<file path="src/rtl/wtc_pkg.sv">
package wtc_pkg;
  typedef enum logic [1:0] {
    PK_RD  = 2'b00,
    PK_WR  = 2'b01,
    PK_ACK = 2'b10
  } pkt_kind_t;

  typedef enum logic [1:0] {
    ST_IDLE,
    ST_CHECK,
    ST_WAIT_GNT,
    ST_WAIT_ACK
  } ctl_state_t;
endpackage

</file>
<file path="src/rtl/wtc_rx_decode.sv">
module wtc_rx_decode
  import wtc_pkg::*;
#(
  parameter int SRC_W = 2,
  parameter int MY_ID = 1
) (
  input  logic             in_valid,
  input  logic [1:0]       in_type,
  input  logic [SRC_W-1:0] in_src,
  output logic             own_ack,
  output logic             peer_wr
);
  logic from_self;

  assign from_self = (in_src == SRC_W'(MY_ID));
  assign own_ack   = in_valid && (in_type == PK_ACK) && from_self;
  assign peer_wr   = in_valid && (in_type == PK_WR) && !from_self;
endmodule

</file>
<file path="src/rtl/wtc_tag_store.sv">
module wtc_tag_store #(
  parameter int ADDR_W = 16,
  parameter int LINES  = 8,
  localparam int IDX_W = $clog2(LINES)
) (
  input  logic              clk,
  input  logic              rst,
  input  logic [ADDR_W-1:0] lk_addr,
  output logic              lk_hit,
  input  logic              snp_en,
  input  logic [ADDR_W-1:0] snp_addr,
  output logic              snp_hit,
  input  logic              fill_en,
  input  logic [ADDR_W-1:0] fill_addr
);
  logic [LINES-1:0]  valid_q;
  logic [ADDR_W-1:0] tag_q [LINES];
  logic [IDX_W-1:0]  lk_idx, snp_idx, fill_idx;

  assign lk_idx   = lk_addr[IDX_W-1:0];
  assign snp_idx  = snp_addr[IDX_W-1:0];
  assign fill_idx = fill_addr[IDX_W-1:0];

  assign lk_hit  = valid_q[lk_idx] && (tag_q[lk_idx] == lk_addr);
  assign snp_hit = snp_en && valid_q[snp_idx] && (tag_q[snp_idx] == snp_addr);

  // valid flags: fill wins over a clear of the same line
  always_ff @(posedge clk) begin
    if (rst) begin
      valid_q <= '0;
    end else begin
      for (int i = 0; i < LINES; i++) begin
        if (fill_en && fill_idx == IDX_W'(i))
          valid_q[i] <= 1'b1;
        else if (snp_hit && snp_idx == IDX_W'(i))
          valid_q[i] <= 1'b0;
      end
    end
  end

  always_ff @(posedge clk) begin
    if (fill_en)
      tag_q[fill_idx] <= fill_addr;
  end
endmodule

</file>
<file path="src/rtl/wtc_line_ram.sv">
module wtc_line_ram #(
  parameter int DATA_W = 16,
  parameter int DEPTH  = 8,
  localparam int IDX_W = $clog2(DEPTH)
) (
  input  logic              clk,
  input  logic [IDX_W-1:0]  raddr,
  output logic [DATA_W-1:0] rdata,
  input  logic              we,
  input  logic [IDX_W-1:0]  waddr,
  input  logic [DATA_W-1:0] wdata
);
  logic [DATA_W-1:0] mem [DEPTH];

  always_ff @(posedge clk) begin
    if (we)
      mem[waddr] <= wdata;
    rdata <= mem[raddr];
  end
endmodule

</file>
<file path="src/rtl/wtc_ctrl.sv">
module wtc_ctrl
  import wtc_pkg::*;
#(
  parameter int ADDR_W = 16,
  parameter int DATA_W = 16,
  parameter int LINES  = 8,
  localparam int IDX_W = $clog2(LINES)
) (
  input  logic              clk,
  input  logic              rst,
  input  logic              cpu_req,
  input  logic              cpu_we,
  input  logic [ADDR_W-1:0] cpu_addr,
  input  logic [DATA_W-1:0] cpu_wdata,
  output logic              cpu_done,
  output logic [DATA_W-1:0] cpu_rdata,
  output logic              bus_req,
  input  logic              bus_grant,
  output logic [1:0]        out_type,
  output logic [ADDR_W-1:0] out_addr,
  output logic [DATA_W-1:0] out_data,
  output logic [ADDR_W-1:0] lk_addr,
  input  logic              lk_hit,
  output logic [IDX_W-1:0]  ram_raddr,
  input  logic [DATA_W-1:0] ram_rdata,
  output logic              fill_en,
  output logic [ADDR_W-1:0] fill_addr,
  output logic [DATA_W-1:0] fill_data,
  input  logic              own_ack,
  input  logic [DATA_W-1:0] ack_data,
  input  logic              snp_hit,
  input  logic [IDX_W-1:0]  snp_idx,
  output ctl_state_t        state_o
);
  ctl_state_t        state;
  logic              p_we;
  logic [ADDR_W-1:0] p_addr;
  logic [DATA_W-1:0] p_wdata;
  logic              kill_pend;

  assign lk_addr   = p_addr;
  assign state_o   = state;
  assign kill_pend = snp_hit && (snp_idx == p_addr[IDX_W-1:0]);
  assign ram_raddr = (state == ST_IDLE) ? cpu_addr[IDX_W-1:0] : p_addr[IDX_W-1:0];
  assign fill_en   = (state == ST_WAIT_ACK) && own_ack;
  assign fill_addr = p_addr;
  assign fill_data = p_we ? p_wdata : ack_data;

  always_ff @(posedge clk) begin
    if (rst) begin
      state     <= ST_IDLE;
      p_we      <= 1'b0;
      p_addr    <= '0;
      p_wdata   <= '0;
      cpu_done  <= 1'b0;
      cpu_rdata <= '0;
      bus_req   <= 1'b0;
      out_type  <= '0;
      out_addr  <= '0;
      out_data  <= '0;
    end else begin
      cpu_done <= 1'b0;
      case (state)
        ST_IDLE: begin
          if (cpu_req) begin
            p_we    <= cpu_we;
            p_addr  <= cpu_addr;
            p_wdata <= cpu_wdata;
            state   <= ST_CHECK;
          end
        end
        ST_CHECK: begin
          if (kill_pend) begin
            state <= ST_CHECK;
          end else if (!p_we && lk_hit) begin
            cpu_done  <= 1'b1;
            cpu_rdata <= ram_rdata;
            state     <= ST_IDLE;
          end else begin
            bus_req  <= 1'b1;
            out_type <= p_we ? PK_WR : PK_RD;
            out_addr <= p_addr;
            out_data <= p_we ? p_wdata : '0;
            state    <= ST_WAIT_GNT;
          end
        end
        ST_WAIT_GNT: begin
          if (bus_grant) begin
            bus_req <= 1'b0;
            state   <= ST_WAIT_ACK;
          end else if (kill_pend) begin
            bus_req <= 1'b0;
            state   <= ST_CHECK;
          end
        end
        ST_WAIT_ACK: begin
          if (own_ack) begin
            cpu_done  <= 1'b1;
            cpu_rdata <= fill_data;
            state     <= ST_IDLE;
          end
        end
        default: state <= ST_IDLE;
      endcase
    end
  end
endmodule

</file>
<file path="src/rtl/wt_snoop_cache.sv">
module wt_snoop_cache
  import wtc_pkg::*;
#(
  parameter int ADDR_W = 16,
  parameter int DATA_W = 16,
  parameter int LINES  = 8,
  parameter int SRC_W  = 2,
  parameter int MY_ID  = 1
) (
  input  logic              clk,
  input  logic              rst,
  input  logic              cpu_req,
  input  logic              cpu_we,
  input  logic [ADDR_W-1:0] cpu_addr,
  input  logic [DATA_W-1:0] cpu_wdata,
  output logic              cpu_done,
  output logic [DATA_W-1:0] cpu_rdata,
  output logic              bus_req,
  input  logic              bus_grant,
  output logic [1:0]        out_type,
  output logic [ADDR_W-1:0] out_addr,
  output logic [DATA_W-1:0] out_data,
  output logic [SRC_W-1:0]  out_src,
  input  logic              in_valid,
  input  logic [1:0]        in_type,
  input  logic [ADDR_W-1:0] in_addr,
  input  logic [DATA_W-1:0] in_data,
  input  logic [SRC_W-1:0]  in_src
);
  localparam int IDX_W = $clog2(LINES);

  logic              own_ack, peer_wr, lk_hit, snp_hit, fill_en;
  logic [ADDR_W-1:0] lk_addr, fill_addr;
  logic [DATA_W-1:0] fill_data, ram_rdata;
  logic [IDX_W-1:0]  ram_raddr;
  ctl_state_t        state_w;

  assign out_src = SRC_W'(MY_ID);

  wtc_rx_decode #(.SRC_W(SRC_W), .MY_ID(MY_ID)) u_rx (
    .in_valid(in_valid), .in_type(in_type), .in_src(in_src),
    .own_ack(own_ack), .peer_wr(peer_wr)
  );

  wtc_tag_store #(.ADDR_W(ADDR_W), .LINES(LINES)) u_tags (
    .clk(clk), .rst(rst),
    .lk_addr(lk_addr), .lk_hit(lk_hit),
    .snp_en(peer_wr), .snp_addr(in_addr), .snp_hit(snp_hit),
    .fill_en(fill_en), .fill_addr(fill_addr)
  );

  wtc_line_ram #(.DATA_W(DATA_W), .DEPTH(LINES)) u_ram (
    .clk(clk), .raddr(ram_raddr), .rdata(ram_rdata),
    .we(fill_en), .waddr(fill_addr[IDX_W-1:0]), .wdata(fill_data)
  );

  wtc_ctrl #(.ADDR_W(ADDR_W), .DATA_W(DATA_W), .LINES(LINES)) u_ctrl (
    .clk(clk), .rst(rst),
    .cpu_req(cpu_req), .cpu_we(cpu_we), .cpu_addr(cpu_addr), .cpu_wdata(cpu_wdata),
    .cpu_done(cpu_done), .cpu_rdata(cpu_rdata),
    .bus_req(bus_req), .bus_grant(bus_grant),
    .out_type(out_type), .out_addr(out_addr), .out_data(out_data),
    .lk_addr(lk_addr), .lk_hit(lk_hit),
    .ram_raddr(ram_raddr), .ram_rdata(ram_rdata),
    .fill_en(fill_en), .fill_addr(fill_addr), .fill_data(fill_data),
    .own_ack(own_ack), .ack_data(in_data),
    .snp_hit(snp_hit), .snp_idx(in_addr[IDX_W-1:0]),
    .state_o(state_w)
  );
endmodule

</file>
<file path="config.mk">
export PLATFORM = sky130hd
export DESIGN_NAME = wt_snoop_cache
export DESIGN_NICKNAME = d
export VERILOG_FILES = /design/src/rtl/wtc_pkg.sv /design/src/rtl/wtc_rx_decode.sv /design/src/rtl/wtc_tag_store.sv /design/src/rtl/wtc_line_ram.sv /design/src/rtl/wtc_ctrl.sv /design/src/rtl/wt_snoop_cache.sv
export SDC_FILE = /design/constraint.sdc
export NUM_CORES = 1
export LEC_CHECK = 0
export BUFFER_PORTS_ARGS = -buffer_cell sky130_fd_sc_hd__buf_2
export CAP_MARGIN = 15
export CORE_ASPECT_RATIO = 0.8
export CORE_UTILIZATION = 54
export DETAILED_ROUTE_END_ITERATION = 8
export PLACE_DENSITY_LB_ADDON = 0.12
export SYNTH_ARGS = -nofsm -noshare
export SYNTH_HDL_FRONTEND = slang
export SYNTH_SLANG_ARGS = --single-unit
</file>
<file path="constraint.sdc">
create_clock -name clk -period 4.5 [get_ports clk]
set_input_delay 0.9 -clock clk [delete_from_list [all_inputs] [get_ports clk]]
set_output_delay 0.9 -clock clk [all_outputs]
set_load 0.02 [all_outputs]
</file>
==> out/summary.txt <==
Gate count of the mapped netlist: 1108
Max-Cap Viols: 0
DRC violations left: 1
Setup ws final: 194.9 ps
Ratio of cells with drive above 1 in the final layout: 0.2749
Non-Filler Instances: 1643
Synth Flop Type: edfxtp_1
Num ports: 128
Count leader, synth: edfxtp_1
Rows: 55
CP Class: in -> reg
Skew final: 17.81 ps
EDFF count, synth: 256
Worst hold stages: 2
CTS Sinks: 369
Maximum number of pins on one net before global-route repair: 127
Final setup fails: 0
DIE AREA: 0.02989 mm^2
DR pass1 iterations: 7
Post-Route WL: 39980 um
Via count: 10140
Worst vdd ir: 0.2903 mV
CP max FO: 16
Clock tree buffer depth: 3
Synth top area share: 0.4875
Number of DRC markers in iteration 0: 1034
Outcome: finished with violations
Vias in the first global route: 9723
DP HPWL: 26490 um
Core Region: 0.02849 mm^2
FF/Latch Area: 0.009952 mm^2
Drt wl/cell: 24.33 um
Fill count: 2137
Clock power frac: 0.387
Reg2Reg Depth: 11
Diodes inserted: 0
Yosys warnings: 0
Setup Fix Bufs, Post-CTS: 0
Failing checks: design-rule violations
TNS Setup: 0 ps
Worst-margin pin slew: 1138 ps
Final hold violation count: 0
First-pass GRT wire length: 60470 um
Buffers added on ports: 124
GP Congestion: 0.8694
Sequential area share after synthesis: 0.6310
Arr. time, crit path: 4660 ps
Number of H-tree levels: 2
Vias per inst: 6.171
TritonCTS buffer count: 37
CTS tree: built
Net Sw Power: 1.821 mW
Most common library cells after synthesis: edfxtp_1 (256), dfxtp_1 (113), nand2_1 (109)
Gr ovfl total: 0
Finished Core Util: 0.6389
Sequential power share: 0.502
# placed instances: 1569
Startpoint types: input port
CP endpoint kind: register
Area Growth Syn to Fin: 15.42%
Ys async rst share: 0
Sw frac: 0.2389
Yosys reg bits: 369
Initial Util: 0.5535
Mapped Area: 0.01577 mm^2
CTS Hold Bufs: 0
Post-Place Worst Slack: -242.4 ps
Worst endpoint required time: 4850 ps
Tot GR Track Use: 0.2748
Initial antenna violation count: 2
Post-CTS sizing: 0
Clk slew on worst S/H paths: 60 ps
Max_slew headroom: 0.2334
RSZ-0062 raised after global routing: false
Worst-Skew Late Latency: 520 ps
Die Width: 193.1 um
Avg Synthesized Cell Area: 14.23 um^2
Fin. max-slew vios: 0
Hold crit path type: reg -> reg
DIE HEIGHT: 154.8 um
P_int: 5.801 mW
Min Tclk post-route: 4305 ps
Routed Antenna Nets: 0
Logic pwr share: 0.111
Multi-input logic area: 0.005383 mm^2
Leak: 6.563 nW
Post-synth top area cell: edfxtp_1
Root buf cell: clkbuf_16
Tcrit/Tclk final: 0.9567
Ranking of synthesized cells by area: edfxtp_1 (49%), dfxtp_1 (14%), mux4_2 (10%)
Pwr dens: 418.8 mW/mm^2
Nets@finish: 1319
Yosys cell types: 58
Max frequency: 0.2323 GHz
[layer usage]
| metal | part of all wire | up-vias | track usage |
|---|---|---|---|
| li1 | - | 4522 | - |
| met1 | 0.46 | 5103 | 0.4463 |
| met2 | 0.44 | 464 | 0.3850 |
| met3 | 0.089 | 48 | 0.04516 |
| met4 | 0.014 | 2 | 0.06101 |
| met5 | 0.00025 | - | 0 |
[power by group through the flow]
| stage | Clock [mW] | Combinational [mW] | Sequential [mW] |
|---|---|---|---|
| global placement | 0 | 0.817 | 3.90 |
| finish | 2.95 | 0.848 | 3.83 |
| CTS | 2.98 | 0.838 | 3.83 |
| detailed placement | 0 | 0.835 | 3.90 |
| floorplan | 0 | 0.579 | 3.85 |
| global route | 3.12 | 0.914 | 3.84 |
[worst paths after layout]
path	start	endpoint	slack (ps)
worst max register to register	register	u_ctrl.cpu_rdata[15]$_SDFFE_PP0P_	660
worst min-delay path	u_ctrl.p_wdata[3]$_SDFFE_PP0P_	u_ctrl.p_wdata[3]$_SDFFE_PP0P_	460
worst max-delay path	in_addr[0]	u_ctrl.out_data[2]$_SDFFE_PP0P_	190
worst min register to register	u_ctrl.p_wdata[3]$_SDFFE_PP0P_	u_ctrl.p_wdata[3]$_SDFFE_PP0P_	460
[metrics by stage]
stage	hold WS (ps)	total power, mW	area, um^2
2_1_floorplan	436.4	4.431	15770
6_report	456.2	7.622	18200
3_5_place_dp	446.6	4.733	16960
3_3_place_gp	444.1	4.714	16930
4_1_cts	455.3	7.648	18120
5_1_grt	480.1	7.874	18200
[critical path, cell delays in order]
cell       delay, ps
buf_2            250
buf_4            290
nor2b_1          680
a22oi_1          290
and3_1           270
o2111ai_1        540
nor4b_4          160
o2bb2ai_2        210
nor2_1           820
o21ai_0          230
[layout make-up]
class	instances	area share
Clock buffer	48	0.05713
Clock inverter	19	0.006874
Inverter	24	0.004949
Multi-Input combinational cell	637	0.2957
Sequential cell	369	0.5468
Tap cell	370	0.02543
Timing Repair Buffer	176	0.06311
[state kept, by name, indices dropped and copies added (netlist names), named ones only]
signal and cells:
u_ctrl.cpu_done 1, u_ctrl.cpu_rdata 16, u_ctrl.out_data 16, u_tags.tag_q 128, u_tags.valid_q 8, u_ctrl.p_we 1
u_ctrl.state_o 2, u_ctrl.out_type 1, u_ram.rdata 16, u_ram.mem 128, u_ctrl.p_wdata 16, u_ctrl.fill_addr 16
u_ctrl.out_addr 16, u_ctrl.bus_req 1
[cells in the final DEF (no fill, tap or decap), types with 5 or more instances in the layout]
cell and instances:
buf_12 7, o31ai_2 9, mux2i_1 72, clkbuf_4 5, nor3_1 8, clkbuf_1 6, nand2_1 109, mux4_2 70
nand4_1 6, dfxtp_1 111, clkinv_2 9, nor2b_1 9, clkbuf_16 39, or4_1 17, nand2b_1 24, nor2_1 16
nand4b_1 17, edfxtp_1 256, o31ai_1 7, a21oi_1 62, buf_4 38, xor2_1 9, clkinv_1 7, buf_2 123
o21ai_0 60, xnor2_1 12, inv_1 24, o22ai_1 5, mux2_2 27, nand3_1 26, a22oi_1 12
[logic make-up (layout without fill, tap and decap cells)]
family,Yosys count,in the layout,share of synthesized area
buffers and inverters,103,267,0.03094
and+or+nand+nor,256,256,0.08561
other,2,3,0.0004763
muxes,172,172,0.1669
AOI/OAI and AO/OA,185,185,0.07348
xor gates and xnor gates,21,21,0.01166
DFF,369,369,0.6310
No activity file was read; power rests on OpenSTA's default activity.
